File: src/rtl/i2cs_pkg.sv
package i2cs_pkg;

    localparam int BYTE_W = 8;
    localparam int PTR_W  = 3;
    localparam int NREG   = 1 << PTR_W;
    localparam int CNT_W  = 4;

    typedef enum logic [3:0] {
        ST_IDLE,
        ST_ADDR,
        ST_AACK,
        ST_REG,
        ST_PACK,
        ST_WDATA,
        ST_DACK,
        ST_RDATA,
        ST_MACK,
        ST_WAIT
    } i2cs_state_e;

    typedef struct packed {
        i2cs_state_e        state;
        logic [CNT_W-1:0]   cnt;
        logic [BYTE_W-1:0]  sh;
        logic [BYTE_W-1:0]  tx;
        logic [PTR_W-1:0]   ptr;
        logic               rw;
        logic               oe;
        logic               wr_en;
        logic [BYTE_W-1:0]  wr_data;
    } i2cs_fsm_t;

endpackage

File: src/rtl/i2cs_sync.sv
module i2cs_sync #(
    parameter int STAGES = 2
) (
    input  logic clk,
    input  logic rst_n,
    input  logic scl_i,
    input  logic sda_i,
    output logic sda_o,
    output logic rise_o,
    output logic fall_o,
    output logic start_o,
    output logic stop_o
);

    logic [STAGES-1:0] scl_pipe_d, scl_pipe_q;
    logic [STAGES-1:0] sda_pipe_d, sda_pipe_q;
    logic scl_last_d, scl_last_q;
    logic sda_last_d, sda_last_q;
    logic scl_now;

    for (genvar g = 0; g < STAGES; g++) begin : g_stage
        if (g == 0) begin : g_first
            assign scl_pipe_d[g] = scl_i;
            assign sda_pipe_d[g] = sda_i;
        end else begin : g_next
            assign scl_pipe_d[g] = scl_pipe_q[g-1];
            assign sda_pipe_d[g] = sda_pipe_q[g-1];
        end
    end

    assign scl_now = scl_pipe_q[STAGES-1];
    assign sda_o   = sda_pipe_q[STAGES-1];

    always_comb begin
        scl_last_d = scl_now;
        sda_last_d = sda_o;
    end

    always_ff @(posedge clk or negedge rst_n) begin
        if (!rst_n) begin
            scl_pipe_q <= '1;
            sda_pipe_q <= '1;
            scl_last_q <= 1'b1;
            sda_last_q <= 1'b1;
        end else begin
            scl_pipe_q <= scl_pipe_d;
            sda_pipe_q <= sda_pipe_d;
            scl_last_q <= scl_last_d;
            sda_last_q <= sda_last_d;
        end
    end

    assign rise_o  = scl_now & ~scl_last_q;
    assign fall_o  = ~scl_now & scl_last_q;
    assign start_o = scl_now & scl_last_q & sda_last_q & ~sda_o;
    assign stop_o  = scl_now & scl_last_q & ~sda_last_q & sda_o;

endmodule

File: src/rtl/i2cs_fsm.sv
module i2cs_fsm
    import i2cs_pkg::*;
#(
    parameter int ADDR_W  = 7,
    parameter int STRAP_W = 2,
    parameter logic [ADDR_W-STRAP_W-1:0] FIXED_BITS = 5'b01011
) (
    input  logic               clk,
    input  logic               rst_n,
    input  logic [STRAP_W-1:0] strap_i,
    input  logic               sda_i,
    input  logic               rise_i,
    input  logic               fall_i,
    input  logic               start_i,
    input  logic               stop_i,
    input  logic [BYTE_W-1:0]  rd_data_i,
    output logic               oe_o,
    output logic [PTR_W-1:0]   ptr_o,
    output logic               wr_en_o,
    output logic [BYTE_W-1:0]  wr_data_o
);

    localparam logic [CNT_W-1:0] LAST_BIT = CNT_W'(BYTE_W);

    i2cs_fsm_t q, d;
    logic [ADDR_W-1:0] dev_addr;

    assign dev_addr = {strap_i, FIXED_BITS};

    always_comb begin
        d       = q;
        d.wr_en = 1'b0;
        if (stop_i) begin
            d.state = ST_IDLE;
            d.oe    = 1'b0;
            d.cnt   = '0;
        end else if (start_i) begin
            d.state = ST_ADDR;
            d.oe    = 1'b0;
            d.cnt   = '0;
        end else begin
            case (q.state)
                ST_ADDR, ST_REG, ST_WDATA: begin
                    if (rise_i) begin
                        d.sh  = {q.sh[BYTE_W-2:0], sda_i};
                        d.cnt = q.cnt + 1'b1;
                    end else if (fall_i && q.cnt == LAST_BIT) begin
                        d.cnt = '0;
                        if (q.state == ST_ADDR) begin
                            if (q.sh[BYTE_W-1 -: ADDR_W] == dev_addr) begin
                                d.rw    = q.sh[0];
                                d.oe    = 1'b1;
                                d.state = ST_AACK;
                            end else begin
                                d.state = ST_WAIT;
                            end
                        end else if (q.state == ST_REG) begin
                            d.ptr   = q.sh[PTR_W-1:0];
                            d.oe    = 1'b1;
                            d.state = ST_PACK;
                        end else begin
                            d.wr_en   = 1'b1;
                            d.wr_data = q.sh;
                            d.oe      = 1'b1;
                            d.state   = ST_DACK;
                        end
                    end
                end
                ST_AACK, ST_PACK, ST_DACK: begin
                    if (fall_i) begin
                        d.oe  = 1'b0;
                        d.cnt = '0;
                        if (q.state == ST_AACK) begin
                            if (q.rw) begin
                                d.state = ST_RDATA;
                                d.tx    = rd_data_i;
                                d.oe    = ~rd_data_i[BYTE_W-1];
                            end else begin
                                d.state = ST_REG;
                            end
                        end else if (q.state == ST_PACK) begin
                            d.state = ST_WDATA;
                        end else begin
                            d.state = ST_WAIT;
                        end
                    end
                end
                ST_RDATA: begin
                    if (rise_i) begin
                        d.cnt = q.cnt + 1'b1;
                    end else if (fall_i) begin
                        if (q.cnt == LAST_BIT) begin
                            d.oe    = 1'b0;
                            d.cnt   = '0;
                            d.state = ST_MACK;
                        end else begin
                            d.tx = {q.tx[BYTE_W-2:0], 1'b0};
                            d.oe = ~q.tx[BYTE_W-2];
                        end
                    end
                end
                ST_MACK: begin
                    if (rise_i) begin
                        d.state = ST_WAIT;
                    end
                end
                default: ;
            endcase
        end
    end

    always_ff @(posedge clk or negedge rst_n) begin
        if (!rst_n) begin
            q <= '{state: ST_IDLE, default: '0};
        end else begin
            q <= d;
        end
    end

    assign oe_o      = q.oe;
    assign ptr_o     = q.ptr;
    assign wr_en_o   = q.wr_en;
    assign wr_data_o = q.wr_data;

    // a STOP always leaves the data wire released
    a_r2_stop_releases: assert property (@(posedge clk) disable iff (!rst_n)
        stop_i |=> !q.oe);

    // the drive moves only in reaction to a clock fall or a bus condition
    a_r4_drive_on_low_clock: assert property (@(posedge clk) disable iff (!rst_n)
        !$stable(q.oe) |-> ($past(fall_i) || $past(start_i) || $past(stop_i)));

    // an address acknowledge only follows a byte equal to the device address
    a_r3_ack_only_on_match: assert property (@(posedge clk) disable iff (!rst_n)
        (q.state == ST_AACK) |-> (q.sh[BYTE_W-1 -: ADDR_W] == dev_addr));

    // quiet states never pull the data wire
    a_r8_quiet_states: assert property (@(posedge clk) disable iff (!rst_n)
        (q.state == ST_MACK || q.state == ST_WAIT || q.state == ST_IDLE) |-> !q.oe);

endmodule

File: src/rtl/i2cs_regfile.sv
module i2cs_regfile #(
    parameter int DATA_W = 8,
    parameter int PTR_W  = 3
) (
    input  logic                     clk,
    input  logic                     rst_n,
    input  logic                     wr_en_i,
    input  logic [PTR_W-1:0]         wr_addr_i,
    input  logic [DATA_W-1:0]        wr_data_i,
    input  logic [PTR_W-1:0]         rd_addr_i,
    output logic [DATA_W-1:0]        rd_data_o,
    output logic [(DATA_W<<PTR_W)-1:0] regs_o
);

    localparam int NREG = 1 << PTR_W;

    logic [DATA_W-1:0] mem_d [NREG];
    logic [DATA_W-1:0] mem_q [NREG];

    for (genvar g = 0; g < NREG; g++) begin : g_reg
        always_comb begin
            mem_d[g] = (wr_en_i && wr_addr_i == PTR_W'(g)) ? wr_data_i : mem_q[g];
        end

        always_ff @(posedge clk or negedge rst_n) begin
            if (!rst_n) begin
                mem_q[g] <= '0;
            end else begin
                mem_q[g] <= mem_d[g];
            end
        end

        assign regs_o[g*DATA_W +: DATA_W] = mem_q[g];
    end

    assign rd_data_o = mem_q[rd_addr_i];

    // a write request lands in the addressed register one edge later
    a_r6_write_lands: assert property (@(posedge clk) disable iff (!rst_n)
        wr_en_i |=> (mem_q[$past(wr_addr_i)] == $past(wr_data_i)));

    // without a write request the register image holds
    a_r9_no_stray_write: assert property (@(posedge clk) disable iff (!rst_n)
        !wr_en_i |=> $stable(regs_o));

endmodule

File: src/rtl/i2c_regbank_slave.sv
module i2c_regbank_slave
    import i2cs_pkg::*;
#(
    parameter int STRAP_W     = 2,
    parameter int SYNC_STAGES = 2,
    parameter logic [4:0] FIXED_BITS = 5'b01011
) (
    input  logic               clk,
    input  logic               rst_n,
    input  logic               scl_i,
    input  logic               sda_i,
    input  logic [STRAP_W-1:0] strap_i,
    output logic               sda_oe_o,
    output logic [NREG*BYTE_W-1:0] regs_o
);

    logic              sda_s, rise, fall, start_c, stop_c;
    logic [BYTE_W-1:0] rd_data, wr_data;
    logic [PTR_W-1:0]  ptr;
    logic              wr_en;

    i2cs_sync #(.STAGES(SYNC_STAGES)) u_sync (
        .clk     (clk),
        .rst_n   (rst_n),
        .scl_i   (scl_i),
        .sda_i   (sda_i),
        .sda_o   (sda_s),
        .rise_o  (rise),
        .fall_o  (fall),
        .start_o (start_c),
        .stop_o  (stop_c)
    );

    i2cs_fsm #(
        .ADDR_W     (7),
        .STRAP_W    (STRAP_W),
        .FIXED_BITS (FIXED_BITS)
    ) u_fsm (
        .clk       (clk),
        .rst_n     (rst_n),
        .strap_i   (strap_i),
        .sda_i     (sda_s),
        .rise_i    (rise),
        .fall_i    (fall),
        .start_i   (start_c),
        .stop_i    (stop_c),
        .rd_data_i (rd_data),
        .oe_o      (sda_oe_o),
        .ptr_o     (ptr),
        .wr_en_o   (wr_en),
        .wr_data_o (wr_data)
    );

    i2cs_regfile #(.DATA_W(BYTE_W), .PTR_W(PTR_W)) u_regs (
        .clk       (clk),
        .rst_n     (rst_n),
        .wr_en_i   (wr_en),
        .wr_addr_i (ptr),
        .wr_data_i (wr_data),
        .rd_addr_i (ptr),
        .rd_data_o (rd_data),
        .regs_o    (regs_o)
    );

endmodule

File: config.mk
export PLATFORM = sky130hd
export DESIGN_NAME = i2c_regbank_slave
export DESIGN_NICKNAME = d
export VERILOG_FILES = /design/src/rtl/i2cs_pkg.sv /design/src/rtl/i2cs_sync.sv /design/src/rtl/i2cs_fsm.sv /design/src/rtl/i2cs_regfile.sv /design/src/rtl/i2c_regbank_slave.sv
export SDC_FILE = /design/constraint.sdc
export NUM_CORES = 1
export LEC_CHECK = 0
export BUFFER_PORTS_ARGS = -buffer_cell sky130_fd_sc_hd__buf_2
export CORE_MARGIN = 2
export CORE_UTILIZATION = 57
export CTS_BUF_LIST = sky130_fd_sc_hd__clkbuf_4 sky130_fd_sc_hd__clkbuf_8 sky130_fd_sc_hd__clkbuf_16
export DETAILED_ROUTE_END_ITERATION = 12
export GPL_TIMING_DRIVEN = 0
export PLACE_DENSITY_LB_ADDON = 0.08
export SYNTH_ARGS = -nofsm -noshare
export SYNTH_HDL_FRONTEND = slang
export SYNTH_SLANG_ARGS = --single-unit
File: constraint.sdc
create_clock -name clk -period 2.2 [get_ports clk]
set_input_delay 0.33 -clock clk [delete_from_list [all_inputs] [get_ports clk]]
set_output_delay 0.33 -clock clk [all_outputs]
set_load 0.01 [all_outputs]
Word-level counts from Yosys, hierarchy flattened
Index checks and enable logic that the tools add are counted.

Flip-flop bits (word level): 107. Output and inout bits: 65. Logic and storage cells: 146. Bits of input ports: 6.

Bitwise logic cells: 19. $add $sub $neg: 1. Reduce and logical (&&, ||, !) cells: 23. Order comparisons: 1. Muxes and demuxes: 47. Equal/unequal tests: 34.

Operators by type and width (number): 2-to-1 mux 8 bit (8); 2-to-1 mux 9 bit (5); 2-to-1 mux 7 bit (6); 2-to-1 mux 4 bit (9); AND reduction 7 bit (4); binary-select mux 8 bit (select 3 bit) (1); 2-to-1 mux 10 bit (2); == test 4 x 3 -> 1 bit, second input constant (4); inequality test 4 x 3 -> 1 bit, second input constant (4); case mux 4 bit (4 select lines) (1); inequality test 5 x 4 -> 1 bit, second input constant (3); case mux 7 bit (2 select lines) (1); == test 3 bit, second input constant (4); inequality test 4 bit, second input constant (3); case mux 4 bit (3 select lines) (1); inverter 1 bit (11); 2-to-1 mux 1 bit (10); logical AND 1 bit (9); AND reduction 9 bit (1); == test 4 x 2 -> 1 bit, second input constant (2); == test 4 bit, second input constant (2); inequality test 2 x 1 -> 1 bit, second input constant (4); AND reduction 8 bit (1); AND 1 bit (7); 19 further kinds (22).

Logic depth before layout (Yosys ltp)
Gate-level depths: netlist of run 1.

Word-level depth: 11. Gate-level depth with buffers: 8. Depth with buffers taken out: 7.

By module
A second synthesis of run 1 with hierarchy kept.

Cells, all modules: 366. Area total of the unflattened synthesis: 5228.8 sq um.

By module, submodules not included: i2cs_regfile (area each 2992.9 sq um, seq. area each 1601.5 sq um, cells an instance 172, instances 1); i2cs_fsm (area each 2045.7 sq um, seq. area each 925.9 sq um, cells an instance 184, instances 1); i2cs_sync (area each 190.2 sq um, seq. area each 157.7 sq um, cells an instance 10, instances 1).

Worst setup path after synthesis of run 1
No wires, ideal clock.

Kind: flip-flop to flip-flop. Start: reg u_fsm.q[25] (netlist bit). End: reg u_fsm.q[34] (netlist bit). Data arrival time: 1.863 ns. Buffers on the path: 0. Setup time: 0.121 ns. Data required time: 2.079 ns. Stages on the path, launching flop included: 6. Period minus slack after synthesis: 1.984 ns. Path slack: 0.216 ns. Cell sequence: dfrtp_1 > nand4b_1 > or4_4 > and3_4 > or4_1 > a22o_1.

Word-level cells in the longest chain between the ends: 8.

RTL lines: start, declared (RTL line i2cs_fsm.sv:25) `i2cs_fsm_t q, d;`; start signal, assigned (RTL line i2cs_fsm.sv:114) `q <= '{state: ST_IDLE, default: '0};`; start signal, assigned (RTL line i2cs_fsm.sv:116) `q <= d;`; == test 7 bit (RTL line i2cs_fsm.sv:50) `if (q.sh[BYTE_W-1 -: ADDR_W] == dev_addr) begin`; 2-to-1 mux 4 bit (RTL line i2cs_fsm.sv:50); 2-to-1 mux 4 bit (RTL line i2cs_fsm.sv:49) `if (q.state == ST_ADDR) begin`; 2-to-1 mux 8 bit (RTL line i2cs_fsm.sv:47) `end else if (fall_i && q.cnt == LAST_BIT) begin`; 2-to-1 mux 4 bit (RTL line i2cs_fsm.sv:44) `if (rise_i) begin`; case mux 4 bit (4 select lines) (RTL line i2cs_fsm.sv:42) `case (q.state)`; 2-to-1 mux 8 bit (RTL line i2cs_fsm.sv:37) `end else if (start_i) begin`; 2-to-1 mux 8 bit (RTL line i2cs_fsm.sv:33) `if (stop_i) begin`.

No other way between the ends. The select of a mux whose other input is x is not followed. A chain may end at the register's enable or synchronous reset.

Final worst setup path of run 1
Ends and elaborated chain as after synthesis.

==> summary.md, run 1 <==
| Metric | Value |
|---|---|
| R2R setup slack | `between 0.1 and 0.15 ns` |
| Worst-margin pin slew | `a little under 0.7 ns` |
| Final GP Congestion | `approximately 0.86` |
| Worst r2r dst | `u_fsm.q[34]` |
| Max IR drop VDD | `roughly 0.00043 V` |
| Synth Cell Area | `approximately 5000 um2` |
| Max-cap violations | `0` |
| Slew Limit Fails | `0` |
| Syn nets | `374` |
| Die area | `between 9000 and 10000 um2` |
| Post-DP HPWL | `7.72 mm` |
| Final setup violation count | `0` |
| CTS tree | `built` |
| Total global routing overflow | `0` |
| Top_reg_cell synth | `dfrtp_1` |
| Core Region | `8300 um2` |
| Switch Pwr | `about 1.3 mW` |
| Startpoint Class | `flip-flop` |
| CP arrival | `between 2 and 2.5 ns` |
| Clk root buf | `clkbuf_8` |
| Worst Setup End Kind | `flip-flop` |
| Syn. warnings | `0` |
| Hold Path Sink | `u_sync.sda_pipe_q[0]` |
| Worst R2R Start | `u_fsm.q[25]` |
| Crit path cell chain | `nand4b_1 > or4_4 > and3_4 > or4_1 > a22o_1` |
| Reg2Reg Depth | `5` |
| Number of synthesized flops with an enable pin | `0` |
| Final nets | `around 470` |
| Buffers on Ports | `70` |
| Hold Path Class | `in2reg` |
| Fin crit share | `0.952` |
| Initial Util | `0.596` |
| Clock skew | `about 0.017 ns` |
| Clk sinks | `107` |
| Syn Area/Cell | `13.5 um2` |
| RSZ-0062 raised after global routing | `false` |
| Vias | `3425` |
| DR WL/cell | `19.9 um` |
| DRC Markers | `0` |
| Switch share | `0.318` |
| Internal | `approximately 2.8 mW` |
| Setup CP Type | `reg2reg` |
| Top cell family by delay on the critical path | `simple AND/OR/NAND/NOR gates` |
| Skew-Pair Late Insertion Delay | `about 0.38 ns` |
| Pin count of the biggest net entering global routing | `59` |
| Share of layout cells above drive strength 1 | `0.490` |
| Synth top area share | `0.511` |
| Worst hold start | `sda_i` |
| CTS Buf Count | `9` |
| Critical Path Fanout Max | `4` |
| TNS Setup | `0 ns` |
| Number of global-route vias before repair | `between 3000 and 4000` |
| GR Util All Layers | `0.253` |
| Most area-consuming cells after synthesis | `dfrtp_1 51%, mux2_2 19%, mux4_2 6.8%` |
| CP required | `2.47 ns` |
| Via density | `5.95` |
| Post-Route WL | `~11 mm` |
| Fmax | `between 0.4 and 0.5 GHz` |
| Async set or reset register ratio after synthesis | `1.00` |
| Power per standard cell area | `between 700 and 800 nW/um2` |
| Post-layout min period | `2.09 ns` |
| Area leader, netlist | `dfrtp_1` |
| Antenna diodes | `0` |
| Slowest stage delay, CP | `between 0.5 and 0.6 ns` |
| Initial antenna violation count | `0` |
| Synth-to-layout area growth | `17.8%` |
| Power share of the sequential group | `0.526` |
| CTS Buffer Depth | `2` |
| CP max-delay cell | `or4_4` |
| Final cell utilization of the core | `0.702` |
| Post-route antenna net violation count | `0` |
| Die height | `97.2 um` |
| Slew headroom | `0.540` |
| Post-Synthesis Cells | `366` |
| Iteration-0 DRC Markers | `200` |
| Yosys reg bits | `between 100 and 150` |
| Fin. Hold Viols | `0` |
| Seq/Total Area, Yosys | `0.543` |
| Clock slew at reported path FFs | `0.11 ns` |
| 1st-pass router iterations | `4` |
| Synth unique cells | `43` |
| Buf/Inv on CP | `0` |
| IO Count | `about 70` |
| Combinational Power Share | `0.197` |
| Width of the die | `around 100 um` |
| First-pass GRT wire length | `between 15 and 20 mm` |
| Hold path cells | `1` |
| Static leakage | `2.92 nW` |
| Site Rows | `33` |
| Outcome | `finished clean` |
| H-tree levels | `3` |
| Clk pwr share | `0.277` |
| Tot Pwr | `~4.2 mW` |
placed cells by master (no fill, tap or decap), drive strengths merged, types with 2 or more instances in the layout:
| cell type | count |
|---|---|
| nand2 | 28 |
| o21ai | 21 |
| clkinv | 3 |
| inv | 9 |
| ha | 2 |
| nand4b | 4 |
| nand3 | 2 |
| o41ai | 3 |
| dfstp | 6 |
| buf | 94 |
| a211oi | 2 |
| a22o | 2 |
| o31ai | 2 |
| dfrtp | 101 |
| nor3 | 7 |
| mux2 | 85 |
| nand4 | 4 |
| xnor2 | 2 |
| clkinvlp | 2 |
| or4 | 3 |
| xor2 | 2 |
| nand3b | 2 |
| mux2i | 11 |
| nor2 | 10 |
| mux4 | 15 |
| nand2b | 4 |
| nor3b | 3 |
| a31oi | 2 |
| nor2b | 5 |
| a21oi | 5 |
| clkbuf | 19 |
through the flow:
| stage | setup slack (ns) | instances | hold WS (ns) | instance area (um2) |
|---|---|---|---|---|
| after global placement | -0.352 | 541 | 0.346 | 5430 |
| after detailed placement | -0.247 | 542 | 0.348 | 5460 |
| after floorplan | 0.216 | 366 | 0.0344 | 4950 |
| after global routing | 0.000351 | 576 | 0.0346 | 5830 |
| final | 0.105 | 576 | 0.0470 | 5830 |
| after CTS | 0.0196 | 572 | 0.0312 | 5780 |
cell type report:
class,instances,area (um2)
flip-flops and latches,107,2690
inverters,7,26.3
multi-input cells,236,2200
clock buffers,9,124
clock inverters,7,61.3
repair buffers,89,518
fillers,609,2470
plain buffers,16,75.1
well taps,105,131
power groups by stage:
| stage | clock network [mW] | registers [mW] | logic (mW) |
|---|---|---|---|
| 2_1_floorplan | 0 | 2.20 | 0.584 |
| 3_3_place_gp | 0 | 2.23 | 0.767 |
| 3_5_place_dp | 0 | 2.23 | 0.780 |
| 4_1_cts | 1.18 | 2.19 | 0.789 |
| 5_1_grt | 1.24 | 2.21 | 0.925 |
| 6_report | 1.15 | 2.19 | 0.821 |
worst register-to-register path, delay by kind of cell (launching register included):
kind,cells,cell delay (ns)
flops,1,0.41
compound gates,1,0.19
simple gates,4,1.40
state kept, by name, summed over array words and instances (netlist names):
name and count:
u_fsm.oe_o 1, u_sync.sda_last_q 1, u_sync.scl_last_q 1, u_sync.scl_pipe_q 2
u_fsm.wr_data_o 8, u_fsm.ptr_o 3, u_fsm.q 24, u_fsm.wr_en_o 1
u_regs.regs_o 64, u_sync.sda_pipe_q 2
metal layers:
| layer | GRT usage | routed length, um | vias to the layer above |
|---|---|---|---|
| li1 | - | - | 1562 |
| met1 | 0.359 | 5220 | 1741 |
| met2 | 0.396 | 5410 | 106 |
| met3 | 0.0496 | 602 | 16 |
| met4 | 0.0845 | 214 | 0 |
| met5 | 0 | 0 | - |
what timing repair did:
action,in CTS,in global routing
gates resized for setup,5,11
buffers inserted,13,4
hold endpoints to repair,40,0
hold buffers,1,0
pin swaps,5,1
setup endpoints to repair,56,33
cell families after synthesis:
logic type | after synthesis | share of synthesized area
flops | 107 | 0.543
mux | 111 | 0.284
simple gates | 74 | 0.0835
buf+inv | 23 | 0.0187
xor+xnor | 4 | 0.00708
fa+ha+maj | 2 | 0.00506
compound gates | 45 | 0.0587
cell usage after synthesis, types with 4 or more instances:
cell type,count
dfrtp_1,101
nand4b_1,4
nand2_1,28
a21oi_1,5
nor3_1,4
buf_2,5
o21ai_0,21
clkbuf_1,8
mux2_2,85
nand2b_1,4
nand4_1,4
nor2_1,10
nor2b_1,5
mux2i_1,11
inv_1,7
mux4_2,15
dfstp_2,6
worst max path at each step:
stage	from	endpoint	slack, ns	depth (start not counted)
finish	u_fsm.q[25]	u_fsm.q[34]	0.11	5
global route	u_fsm.q[30]	u_fsm.wr_data_o[0]	0.0004	8
CTS	u_fsm.ptr_o[1]	u_regs.regs_o[3]	0.02	5
detailed placement	u_fsm.ptr_o[1]	u_regs.regs_o[34]	-0.25	5
global placement	rst_n	u_regs.regs_o[36]	-0.35	1
floorplan	u_fsm.q[25]	u_fsm.q[34]	0.22	5
(Power assumes the default switching activity.)
==> run 2, diff against run 1 <==
--- a/config.mk
+++ b/config.mk
@@ -10,7 +10,6 @@
 export CORE_UTILIZATION = 57
 export CTS_BUF_LIST = sky130_fd_sc_hd__clkbuf_4 sky130_fd_sc_hd__clkbuf_8 sky130_fd_sc_hd__clkbuf_16
 export DETAILED_ROUTE_END_ITERATION = 12
-export GPL_TIMING_DRIVEN = 0
 export PLACE_DENSITY_LB_ADDON = 0.08
 export SYNTH_ARGS = -nofsm -noshare
 export SYNTH_HDL_FRONTEND = slang
==> summary.md, run 2 (same netlist as run 1, synthesis figures left out) <==
| Metric | Value |
|---|---|
| Max-cap violations | `0` |
| Power per standard cell area | `roughly 720 nW/um2` |
| Number of global-route vias before repair | `about 3400` |
| Slew headroom | `0.647` |
| Switch Pwr | `1.30 mW` |
| Final nets | `468` |
| Max FFs per register | `64` |
| Fmax | `between 0.4 and 0.5 GHz` |
| Vias | `roughly 3400` |
| Total global routing overflow | `0` |
| Setup Fix Bufs, Post-CTS | `0` |
| Worst Setup End Kind | `flip-flop` |
| Width of the die | `between 90 and 100 um` |
| Max IR drop VDD | `between 0.0003 and 0.0004 V` |
| 1st-pass router iterations | `5` |
| Site Rows | `33` |
| Synth-to-layout area growth | `17.4%` |
| Clk root buf | `clkbuf_8` |
| CTS Buffer Depth | `2` |
| Final setup violation count | `0` |
| Setup CP Type | `reg2reg` |
| Fin. Hold Viols | `0` |
| DRC Markers | `0` |
| RSZ-0062 raised after global routing | `false` |
| Static leakage | `about 2.9 nW` |
| TNS Setup | `0 ns` |
| Post-DP Area | `between 5000 and 6000 um2` |
| DR WL/cell | `slightly below 20 um` |
| Most frequent cells in the layout | `101 x dfrtp_1, 85 x mux2_2, 69 x buf_2, 28 x nand2_1, 26 x buf_4` |
| Clock slew at reported path FFs | `around 0.11 ns` |
| Fin crit share | `0.951` |
| Initial antenna violation count | `0` |
| Critical Path Fanout Max | `4` |
| Iteration-0 DRC Markers | `roughly 130` |
| CP required | `~2.5 ns` |
| Clk pwr share | `0.277` |
| Hold Path Class | `in2reg` |
| Post-DP HPWL | `8.06 mm` |
| Most common cell after layout, fill and taps aside | `dfrtp_1` |
| Power share of the sequential group | `0.535` |
| Via density | `around 6` |
| CTS Buf Count | `9` |
| CTS tree | `built` |
| First-pass GRT wire length | `18.1 mm` |
| Buffers on Ports | `70` |
| Skew-Pair Late Insertion Delay | `between 0.3 and 0.4 ns` |
| Initial Util | `0.596` |
| Post-cts gate resize count | `0` |
| Outcome | `finished clean` |
| CP arrival | `~2.4 ns` |
| Final GP Congestion | `between 0.9 and 1` |
| Die height | `~100 um` |
| Pin count of the biggest net entering global routing | `56` |
| CTS hold repair buffers | `1` |
| Worst-margin pin slew | `0.529 ns` |
| Post-Route WL | `about 11 mm` |
| Clock skew | `between 0.01 and 0.015 ns` |
| H-tree levels | `3` |
| Die area | `between 9000 and 10000 um2` |
| Post-layout min period | `2.09 ns` |
| Startpoint Class | `flip-flop` |
| Share of layout cells above drive strength 1 | `0.492` |
| Antenna diodes | `0` |
| Switch share | `0.312` |
| Slew Limit Fails | `0` |
| Internal | `about 2.9 mW` |
| GR Util All Layers | `0.244` |
| Post-route cell area | `5800 um2` |
| IO Count | `71` |
| Clk sinks | `about 110` |
| Post-route antenna net violation count | `0` |
| Combinational Power Share | `0.188` |
| Core Region | `8300 um2` |
-- run 2: worst paths after layout --
kind | start | endpoint | slack [ns] | depth (start not counted)
worst max-delay path | u_fsm.q[25] | u_fsm.q[34] | 0.11 | 5
worst min-delay path | scl_i | u_sync.scl_pipe_q[0] | 0.05 | 1
worst max register to register | u_fsm.q[25] | u_fsm.q[34] | 0.11 | 5
worst min register to register | u_sync.scl_pipe_q[0] | u_sync.scl_pipe_q[1] | 0.36 | 0
max in group asynchronous | rst_n | u_sync.sda_last_q | 1.06 | 3
min in group asynchronous | rst_n | u_fsm.q[35] | 0.41 | 2
-- run 2: worst max-delay path: stages, from the launching register on --
cell and delay, ns:
dfrtp_1 0.42, nand4b_1 0.18, or4_4 0.53, and3_4 0.18, or4_1 0.50, a22o_1 0.19
-- run 2: final cells by class --
cell class,instances,area [um2]
Clock buffer,9,124
Timing Repair Buffer,99,611
Clock inverter,7,58.8
Tap cell,105,131
Multi-Input combinational cell,236,2170
Fill cell,600,2490
Inverter,7,26.3
Sequential cell,107,2690
-- run 2: stage by stage --
step | hold WS, ns | util | power, mW | setup slack, ns | cells
final | 0.0500 | 0.699 | 4.16 | 0.107 | 570
after global routing | 0.0214 | 0.699 | 4.38 | 0.00435 | 570
after CTS | 0.0339 | 0.699 | 4.18 | 0.102 | 570
after detailed placement | 0.266 | 0.676 | 3.03 | 0.130 | 553
after global placement | 0.261 | 0.676 | 3.00 | 0.164 | 553
after floorplan | 0.0344 | - | 2.78 | 0.216 | 366
-- run 2: power by group through the flow --
stage	clock network [mW]	registers [mW]	logic (mW)
global route	1.27	2.25	0.862
CTS	1.18	2.22	0.779
global placement	0	2.25	0.753
finish	1.15	2.22	0.782
detailed placement	0	2.26	0.772
floorplan	0	2.20	0.584
-- run 2: layer usage --
| layer | wire (um) | GRT usage | share of wire | vias to the layer above |
|---|---|---|---|---|
| met5 | 0 | 0 | 0 | - |
| met4 | 96 | 0.0607 | 0.0087 | 0 |
| met3 | 446 | 0.0345 | 0.040 | 9 |
| met2 | 5430 | 0.396 | 0.49 | 93 |
| met1 | 5090 | 0.352 | 0.46 | 1716 |
| li1 | - | - | - | 1543 |
